<file path="src/rtl/ddr_seq_pkg.sv">
// Shared types for the DDR command sequencer.
// Command codes are {cs_n, ras_n, cas_n, we_n}; sequencer states are internal.
package ddr_seq_pkg;

    typedef enum logic [3:0] {
        CMD_NOP = 4'b0111,
        CMD_ACT = 4'b0011,
        CMD_RD  = 4'b0101,
        CMD_WR  = 4'b0100,
        CMD_PRE = 4'b0010,
        CMD_REF = 4'b0001
    } cmd_e;

    typedef enum logic [2:0] {
        ST_IDLE,
        ST_PRE,
        ST_ACT,
        ST_COL,
        ST_PREALL,
        ST_REF,
        ST_WAIT
    } seq_st_e;

    // Burst code to beats: 00 -> 2, 01 -> 4, 10/11 -> 8.
    function automatic logic [3:0] beats_of(input logic [1:0] code);
        case (code)
            2'b00:   return 4'd2;
            2'b01:   return 4'd4;
            default: return 4'd8;
        endcase
    endfunction

endpackage

</file>
<file path="src/rtl/gap_timer.sv">
// Down-counter that times the wait between two commands.
// Assumes load values of at least 1; last is high in the final wait cycle.
module gap_timer #(
    parameter int CNT_W = 5
) (
    input  logic             clk,
    input  logic             rst_n,
    input  logic             load,
    input  logic [CNT_W-1:0] load_val,
    output logic             last
);
    logic [CNT_W-1:0] cnt;

    // Load on a command, otherwise count down to zero.
    always_ff @(posedge clk) begin
        if (!rst_n)              cnt <= '0;
        else if (load)           cnt <= load_val;
        else if (cnt != '0)      cnt <= cnt - 1'b1;
    end

    assign last = (cnt == CNT_W'(1));
endmodule

</file>
<file path="src/rtl/ref_timer.sv">
// Counts cycles since the last Auto Refresh and raises pend early enough
// (LEAD cycles before T_REFI) for any access in flight to finish first.
// Assumes T_REFI > LEAD.
module ref_timer #(
    parameter int T_REFI = 1170,
    parameter int LEAD   = 24
) (
    input  logic clk,
    input  logic rst_n,
    input  logic ref_done,
    output logic pend
);
    localparam int W   = $clog2(T_REFI + 1);
    localparam int THR = T_REFI - LEAD;

    logic [W-1:0] cnt;

    // Restart on each refresh, saturate at the interval.
    always_ff @(posedge clk) begin
        if (!rst_n)                     cnt <= '0;
        else if (ref_done)              cnt <= '0;
        else if (cnt != W'(T_REFI))     cnt <= cnt + 1'b1;
    end

    assign pend = (cnt >= W'(THR));
endmodule

</file>
<file path="src/rtl/bank_rows.sv">
// Open/closed flag and open-row register for each bank.
// Assumes at most one open and one close per cycle; close_all wins.
module bank_rows #(
    parameter int NB    = 4,
    parameter int ROW_W = 13,
    localparam int BA_W = $clog2(NB)
) (
    input  logic                      clk,
    input  logic                      rst_n,
    input  logic                      open_en,
    input  logic [BA_W-1:0]           open_bank,
    input  logic [ROW_W-1:0]          open_row,
    input  logic                      close_en,
    input  logic [BA_W-1:0]           close_bank,
    input  logic                      close_all,
    output logic [NB-1:0]             bank_open,
    output logic [NB-1:0][ROW_W-1:0]  bank_row
);
    for (genvar i = 0; i < NB; i++) begin : g_bank
        // Track one bank's row state from the issued commands.
        always_ff @(posedge clk) begin
            if (!rst_n) begin
                bank_open[i] <= 1'b0;
                bank_row[i]  <= '0;
            end else if (close_all) begin
                bank_open[i] <= 1'b0;
            end else if (open_en && open_bank == BA_W'(i)) begin
                bank_open[i] <= 1'b1;
                bank_row[i]  <= open_row;
            end else if (close_en && close_bank == BA_W'(i)) begin
                bank_open[i] <= 1'b0;
            end
        end
    end
endmodule

</file>
<file path="src/rtl/ddr_cmd_seq.sv">
// DDR SDRAM command sequencer: one request at a time becomes a timed
// Precharge/Active/Read/Write stream; periodic Auto Refresh is forced.
// Assumes T_RP, T_RCD, T_RFC >= 2, ROW_W >= 11, COL_W <= 10, cfg_* static
// while requests are in flight.
module ddr_cmd_seq
    import ddr_seq_pkg::*;
#(
    parameter int ROW_W  = 13,
    parameter int COL_W  = 10,
    parameter int T_RCD  = 3,
    parameter int T_RP   = 3,
    parameter int T_RFC  = 10,
    parameter int T_REFI = 1170
) (
    input  logic             clk,
    input  logic             rst_n,
    input  logic [1:0]       cfg_burst,
    input  logic             cfg_cl_half,
    input  logic             req_valid,
    output logic             req_ready,
    input  logic [1:0]       req_bank,
    input  logic [ROW_W-1:0] req_row,
    input  logic [COL_W-1:0] req_col,
    input  logic             req_write,
    input  logic             req_autopre,
    output logic [3:0]       cmd_n,
    output logic [1:0]       cmd_bank,
    output logic [ROW_W-1:0] cmd_addr,
    output logic [3:0]       dp_burst_beats,
    output logic             dp_cl_half
);
    localparam int NB     = 4;
    localparam int BA_W   = 2;
    localparam int AP_BIT = 10;
    localparam int LEAD   = 3 * T_RP + T_RCD + 12;
    localparam int MAXW   = T_RFC + T_RP + T_RCD + 8;
    localparam int CNT_W  = $clog2(MAXW + 1);

    seq_st_e                  st, st_after;
    logic [BA_W-1:0]          cur_bank;
    logic [ROW_W-1:0]         cur_row;
    logic [COL_W-1:0]         cur_col;
    logic                     cur_wr, cur_ap, close_on_exit;
    logic [NB-1:0]            bank_open;
    logic [NB-1:0][ROW_W-1:0] bank_row;
    logic                     ref_pend, gap_last, gap_load;
    logic [CNT_W-1:0]         gap_val, burst_cyc;
    logic [3:0]               beats;
    logic [ROW_W-1:0]         col_addr;

    assign beats          = beats_of(cfg_burst);
    assign burst_cyc      = CNT_W'(beats >> 1);
    assign dp_burst_beats = beats;
    assign dp_cl_half     = cfg_cl_half;
    assign req_ready      = rst_n && (st == ST_IDLE) && !ref_pend;

    bank_rows #(.NB(NB), .ROW_W(ROW_W)) u_rows (
        .clk        (clk),
        .rst_n      (rst_n),
        .open_en    (st == ST_ACT),
        .open_bank  (cur_bank),
        .open_row   (cur_row),
        .close_en   ((st == ST_PRE) || (st == ST_WAIT && gap_last && close_on_exit)),
        .close_bank (cur_bank),
        .close_all  (st == ST_PREALL),
        .bank_open  (bank_open),
        .bank_row   (bank_row)
    );

    ref_timer #(.T_REFI(T_REFI), .LEAD(LEAD)) u_ref (
        .clk      (clk),
        .rst_n    (rst_n),
        .ref_done (st == ST_REF),
        .pend     (ref_pend)
    );

    gap_timer #(.CNT_W(CNT_W)) u_gap (
        .clk      (clk),
        .rst_n    (rst_n),
        .load     (gap_load),
        .load_val (gap_val),
        .last     (gap_last)
    );

    // Wait length that follows each command state.
    always_comb begin
        gap_load = 1'b1;
        gap_val  = '0;
        case (st)
            ST_PRE, ST_PREALL: gap_val = CNT_W'(T_RP - 1);
            ST_ACT:            gap_val = CNT_W'(T_RCD - 1);
            ST_COL:            gap_val = cur_ap ? burst_cyc + CNT_W'(T_RP - 1) : burst_cyc;
            ST_REF:            gap_val = CNT_W'(T_RFC - 1);
            default:           gap_load = 1'b0;
        endcase
    end

    // Sequencer: accept, classify against the bank table, step through commands.
    always_ff @(posedge clk) begin
        if (!rst_n) begin
            st            <= ST_IDLE;
            st_after      <= ST_IDLE;
            cur_bank      <= '0;
            cur_row       <= '0;
            cur_col       <= '0;
            cur_wr        <= 1'b0;
            cur_ap        <= 1'b0;
            close_on_exit <= 1'b0;
        end else begin
            case (st)
                ST_IDLE: begin
                    if (ref_pend) begin
                        st <= (|bank_open) ? ST_PREALL : ST_REF;
                    end else if (req_valid) begin
                        cur_bank <= req_bank;
                        cur_row  <= req_row;
                        cur_col  <= req_col;
                        cur_wr   <= req_write;
                        cur_ap   <= req_autopre;
                        if (!bank_open[req_bank])                 st <= ST_ACT;
                        else if (bank_row[req_bank] == req_row)   st <= ST_COL;
                        else                                      st <= ST_PRE;
                    end
                end
                ST_PRE:    begin st <= ST_WAIT; st_after <= ST_ACT;  end
                ST_ACT:    begin st <= ST_WAIT; st_after <= ST_COL;  end
                ST_COL:    begin st <= ST_WAIT; st_after <= ST_IDLE; close_on_exit <= cur_ap; end
                ST_PREALL: begin st <= ST_WAIT; st_after <= ST_REF;  end
                ST_REF:    begin st <= ST_WAIT; st_after <= ST_IDLE; end
                default: begin
                    if (gap_last) begin
                        st            <= st_after;
                        close_on_exit <= 1'b0;
                    end
                end
            endcase
        end
    end

    // Column address with the auto-precharge flag in its fixed bit.
    always_comb begin
        col_addr              = '0;
        col_addr[COL_W-1:0]   = cur_col;
        col_addr[AP_BIT]      = cur_ap;
    end

    // Command bus decode from the current state; NOP otherwise.
    always_comb begin
        cmd_n    = CMD_NOP;
        cmd_bank = cur_bank;
        cmd_addr = '0;
        case (st)
            ST_PRE: cmd_n = CMD_PRE;
            ST_ACT: begin
                cmd_n    = CMD_ACT;
                cmd_addr = cur_row;
            end
            ST_COL: begin
                cmd_n    = cur_wr ? CMD_WR : CMD_RD;
                cmd_addr = col_addr;
            end
            ST_PREALL: begin
                cmd_n            = CMD_PRE;
                cmd_bank         = '0;
                cmd_addr[AP_BIT] = 1'b1;
            end
            ST_REF: begin
                cmd_n    = CMD_REF;
                cmd_bank = '0;
            end
            default: cmd_n = CMD_NOP;
        endcase
    end
endmodule

</file>
<file path="config.mk">
export PLATFORM = sky130hd
export DESIGN_NAME = ddr_cmd_seq
export DESIGN_NICKNAME = d
export VERILOG_FILES = /design/src/rtl/ddr_seq_pkg.sv /design/src/rtl/gap_timer.sv /design/src/rtl/ref_timer.sv /design/src/rtl/bank_rows.sv /design/src/rtl/ddr_cmd_seq.sv
export SDC_FILE = /design/constraint.sdc
export NUM_CORES = 1
export LEC_CHECK = 0
export BUFFER_PORTS_ARGS = -buffer_cell sky130_fd_sc_hd__buf_2
export CAP_MARGIN = 25
export CORE_MARGIN = 8
export CORE_UTILIZATION = 61
export CTS_BUF_LIST = sky130_fd_sc_hd__clkbuf_8
export DETAILED_ROUTE_END_ITERATION = 8
export GPL_TIMING_DRIVEN = 0
export PLACE_DENSITY_LB_ADDON = 0.15
export SYNTH_ARGS = -nofsm -noshare
export SYNTH_HDL_FRONTEND = slang
export SYNTH_HIERARCHICAL = 1
export SYNTH_SLANG_ARGS = --single-unit
</file>
<file path="constraint.sdc">
create_clock -name clk -period 2.8 [get_ports clk]
set_clock_uncertainty 0.1 [all_clocks]
set_input_delay 0.14 -clock clk [delete_from_list [all_inputs] [get_ports clk]]
set_output_delay 0.14 -clock clk [all_outputs]
set_load 0.05 [all_outputs]
</file>
# == Word level (Yosys, flattened, before mapping) ==
# Index checks and enable logic that the tools add are counted.
# word_totals
input_bits,33
regBits,106
# op_classes
n_addsub,3
n_reduce_logical,42
eq_ne,14
bitwise,4
mux,34
order_cmp,2
# op_table
operator,count
$bmux W13 S2,1
$pmux W3 S4,2
$pmux W10 S2,1
$eq A13 B13 Y1,1
$mux W1,13
$mux W13,1
$logic_and A1 B1 Y1,12
$pmux W4 S3,1
$reduce_and A2 Y1,6
$reduce_bool A2 Y1,6
$add A11 B1 Y11 const B,1
$ge A11 B11 Y1 const B,1
$ne A11 B11 Y1 const B,1
$mux W5,2
$reduce_or A2 Y1,5
$reduce_or A5 Y1,2
$eq A3 B3 Y1 const B,3
$mux W3,3
$mux W2,4
$pmux W4 S2,1
$eq A3 B2 Y1 const B,2
$pmux W3 S2,1
$eq A5 B1 Y1 const B,1
$reduce_bool A5 Y1,1
other kinds (21),27

# == Longest topological paths before layout ==
# depth
ltp_word,8
ltp_mapped,11
mapped_depth_nobuf,10

# == Hierarchy ==
# Netlist, hierarchy kept.
# by_module_without_submodules
module,n_inst,seq_area_each_um2,cells_per_inst,area_each_um2
ddr_cmd_seq,1,680.7,266,2249.7
bank_rows,1,1121.1,207,2108.3
ref_timer,1,220.2,62,555.5
gap_timer,1,100.1,34,299.0

# == Least setup slack after synthesis ==
# OpenSTA, ideal clock, no wires.
# synth_timing
kind,flip-flop to output port
from,register st[1]
to,output port cmd_addr[10]
required_time_ns,2.560
slack_ns,0.571
path_buffers,1
arrival_ns,1.989
stages_incl_launch_ff,5
cell_sequence,dfxtp_1 -> clkbuf_1 -> nor2b_1 -> a21oi_1 -> o21ai_0
# synth_via
elab_chain_len,2
word_cells_on_any_way,4
# synth_rtl
element,line,rtl
start: declaration,ddr_cmd_seq.sv:39,"seq_st_e st, st_after;"
start signal: assignment,ddr_cmd_seq.sv:113,st <= (|bank_open) ? ST_PREALL : ST_REF;
start signal: assignment,ddr_cmd_seq.sv:132,st <= st_after;
$eq A3 B3 Y1 or $eq A3 B2 Y1 (tied branches),ddr_cmd_seq.sv:152,case (st)
$pmux W1 S3 (*),ddr_cmd_seq.sv:152,
end: declaration,ddr_cmd_seq.sv:28,"output logic [ROW_W-1:0] cmd_addr,"
# Every way passes the cells marked *; elsewhere a longest branch is shown, timed or not.

# == Worst setup path after layout ==
# layout_timing
from,register u_ref.cnt[0]
to,register cur_row[8]
# layout_via
elab_chain_len,3
# layout_rtl
element,line,rtl
start: declaration,ref_timer.sv:16,logic [W-1:0] cnt;
start signal: assignment,ref_timer.sv:22,else if (cnt != W'(T_REFI)) cnt <= cnt + 1'b1;
$ge A11 B11 Y1,ref_timer.sv:25,assign pend = (cnt >= W'(THR));
via ref_pend,ddr_cmd_seq.sv:46,"logic ref_pend, gap_last, gap_load;"
$not A1 Y1 (no source line),--,
$reduce_and A3 Y1 (no source line),--,
end signal: assignment,ddr_cmd_seq.sv:116,cur_row <= req_row;
end: declaration,ddr_cmd_seq.sv:41,logic [ROW_W-1:0] cur_row;
# The timed path passes the listed nets, and every way through them passes these cells.
# A chain may end at the register's enable or synchronous reset.

==> impl_metrics.py <==
metrics = {
    "timing": {
        "fin_crit_ns": 2.547,
        "slew_viol_final": 0,
        "tightest_slew_ns": 0.7157,
        "max_freq_mhz": 392.6,
        "setup_viol": 0,
        "rsz0062_at_grt": "false",
        "finalSetupTns_ns": 0,
        "hold_viol": 0,
        "slew_headroom_pct": 52.28,
        "period_share_pct": 90.96,
    },
    "final_layout": {
        "fillCellCount": 612,
        "drive_gt1_share_pct": 14.29,
        "seqCellArea_mm2": 0.002122,
        "multi_input_area_mm2": 0.002861,
        "layout.nets": 697,
        "insertedDiodeCount": 0,
        "syn2layout_area_growth_pct": 16.49,
    },
    "global_routing": {
        "antenna_found_initial": 0,
        "grt_pass1_vias": 4403,
        "grt_max_degree": 21,
        "grt_pass1_wl_um": 21380,
        "grt_overflow": 0,
        "grt_usage_pct": 22.79,
    },
    "power_and_ir_drop": {
        "power.leakage_nw": 2.556,
        "power.density_mw_per_mm2": 597.3,
        "ir_worst_vdd_v": 0.0004320,
        "total_power_w": 0.003627,
    },
    "cts": {
        "cts_tree": "yes",
        "clock-root-buffer": "clkbuf_8",
        "cts_setup_buffers": 0,
        "clock_latency_ns": 0.37,
        "cts_num_sinks": 106,
        "cts_buffer_depth": 2,
        "htree_levels": 3,
        "clk_pin_slew_ns": 0.11,
        "cts_buffers": 9,
    },
    "synthesis": {
        "ys_seq_elements": 106,
        "syn_area_mm2": 0.005212,
        "ys_types": 54,
        "avgSynthCellArea_um2": 9.161,
        "synthMuxAreaShare_pct": 18.92,
        "ys.flop_type": "dfxtp_1",
        "yosys_warnings": 6,
        "synth_top_area_cell": "dfxtp_1",
        "synth_xor_area_share_pct": 3.529,
        "synth-simple-area-share_pct": 21.82,
        "ys_seq_area_share_pct": 40.71,
        "synth_compound_area_share_pct": 9.361,
        "synth.top_cell.area_share_pct": 40.71,
        "synthAdderAreaFrac_pct": 0.9602,
        "syn_inst": 569,
        "synth_top_family_by_area": "simple AND/OR/NAND/NOR gates",
        "synth_async_sr_flop_share_pct": 0,
        "synthTopCellsByArea": "dfxtp_1 41%, mux2i_1 13%, nand2_1 9.7%, mux4_1 4.5%, a21boi_0 3.9%",
        "synth_edf_count": 0,
    },
    "placement": {
        "place.port_buffers": 53,
        "place_congestion": 0.8462,
        "dp_hpwl_um": 9542,
    },
    "critical_path": {
        "slowest_delay_ns": 0.40,
        "cpLargestDelayFamily": "simple AND/OR/NAND/NOR gates",
        "crit_arrival_ns": 2.74,
        "critPathCaptureType": "flop",
        "path_buf_inv": 3,
        "critPathKind": "flop to flop",
        "reg2reg_setup_slack_ns": 0.25,
        "cp.required_ns": 2.99,
        "worstPathMaxFanout": 10,
        "startpoint_type": "flop",
        "slowest_stage": "dfxtp_1",
        "crit_chain": "inv_1 -> ha_1 -> nor3_1 -> nor2_1 -> o41a_1 -> nor2_2 -> and2_1 -> buf_2 -> buf_2 -> nand2_1 -> a21boi_0",
        "crit_top_cell": "buf_2",
    },
    "floorplanning": {
        "coreArea_mm2": 0.008258,
        "initial_utilization_pct": 63.12,
        "die_area_mm2": 0.01176,
        "rows": 33,
        "io_pins": 58,
        "die_h_um": 108.4,
        "fp.dieW_um": 108.4,
    },
    "detailed_routing": {
        "vias_per_cell": 5.823,
        "drc": 0,
        "drt_iter0_markers": 217,
        "dr_total_vias": 4484,
        "drt-total-wl_um": 13330,
        "drtPass1Iterations": 5,
        "antenna_left": 0,
        "wire_per_inst_um": 17.31,
    },
    "worst_hold_path": {
        "min_path_type": "input pin to flop",
    },
    "flow_run": {
        "maxCapViolations": 0,
    },
    "status": {
        "run_status": "complete, no violations",
    },
}
==> per-layer routing <==
metal	routed length, um	GRT usage [%]	vias up
li1	-	-	2156
met1	5573	27.33	2143
met2	6619	38.97	158
met3	818	5.116	27
met4	314	8.504	0
met5	0	0	-
==> flip-flops by register name, indices dropped and copies added (netlist names), 2 cells and up <==
signal	flops
u_gap/cnt	5
cur_col	10
u_rows/bank_open	4
cur_bank	2
st_after	3
cur_row	13
u_rows/bank_row	52
st	3
u_ref/cnt	11
==> through the flow <==
stage          util, %  instances  hold WS [ns]  instance area (um2)  setup WS [ns]
4_1_cts          73.47        770       0.04892                 6067         0.1598
5_1_grt          73.53        770       0.06433                 6072        0.06208
6_report         73.53        770       0.06833                 6072         0.2532
2_1_floorplan        -        571        0.1786                 5220         0.5709
3_3_place_gp     68.02        729        0.2909                 5617         0.2949
3_5_place_dp     68.02        729        0.2975                 5617         0.1789
==> synth_stat cells (5+ instances only) <==
library cell	number
mux4_1	9
and2_1	7
nand3_1	16
xor2_1	11
o22ai_1	5
xnor2_1	10
inv_1	8
clkbuf_1	21
a21boi_0	27
o21ai_0	10
or3_1	6
mux2i_1	67
dfxtp_1	106
nor2b_1	5
nor2_1	26
a21oi_1	14
buf_2	9
nand2_1	135
==> report_power, final <==
group | switching, W | total (W) | internal (W)
Combinational | 0.000605 | 0.000974 | 0.000369
Clock | 0.000579 | 0.000957 | 0.000379
Sequential | 0.0000877 | 0.00170 | 0.00161
==> final cells by class <==
class | instances | area share, %
well taps | 105 | 2.164
inverters | 8 | 0.4945
clock buffers | 10 | 2.267
multi-input cells | 418 | 47.13
repair buffers | 78 | 8.490
clock inverters | 6 | 1.030
flip-flops and latches | 106 | 34.95
plain buffers | 39 | 3.482
==> layout by cell type (no fill, tap or decap), types with 7 or more instances in the layout <==
cell type | synthesis | layout
clkbuf_8 | 0 | 10
mux2i_1 | 67 | 67
a21oi_1 | 14 | 14
nand2_1 | 135 | 135
nor2_1 | 26 | 24
clkbuf_1 | 21 | 21
mux4_1 | 9 | 9
xor2_1 | 11 | 11
inv_1 | 8 | 8
a21boi_0 | 27 | 27
buf_2 | 9 | 62
dfxtp_1 | 106 | 106
xnor2_1 | 10 | 10
dlygate4sd3_1 | 0 | 25
and2_1 | 7 | 7
nand3_1 | 16 | 16
o21ai_0 | 10 | 10
==> logic make-up after synthesis <==
group	count (synthesis)
flip-flops	106
other	1
buffers and inverters	47
XOR/XNOR	21
AO/OA/AOI/OAI	72
AND/OR/NAND/NOR	238
multiplexers	80
adder cells (fa/ha/maj)	4
==> path summary, 6_finish.rpt <==
path                         endpoint           startpoint  cells past startpoint
setup / recovery           cur_row[8]         u_ref/cnt[0]                     11
hold / removal                  st[1]            req_valid                      3
setup reg to reg           cur_row[8]         u_ref/cnt[0]                     11
hold reg to reg   u_rows/bank_row[19]  u_rows/bank_row[19]                      2
==> worst min-delay path, stage by stage <==
cell and delay, ns:
buf_2 0.13, o211ai_1 0.17, a31oi_1 0.05
==> repair_timing <==
action	CTS	global route
resized for setup	0	2
hold buffers	25	0
setup endpoints to repair	0	11
endpoints found under the hold margin	25	0
(Power assumes the default switching activity.)
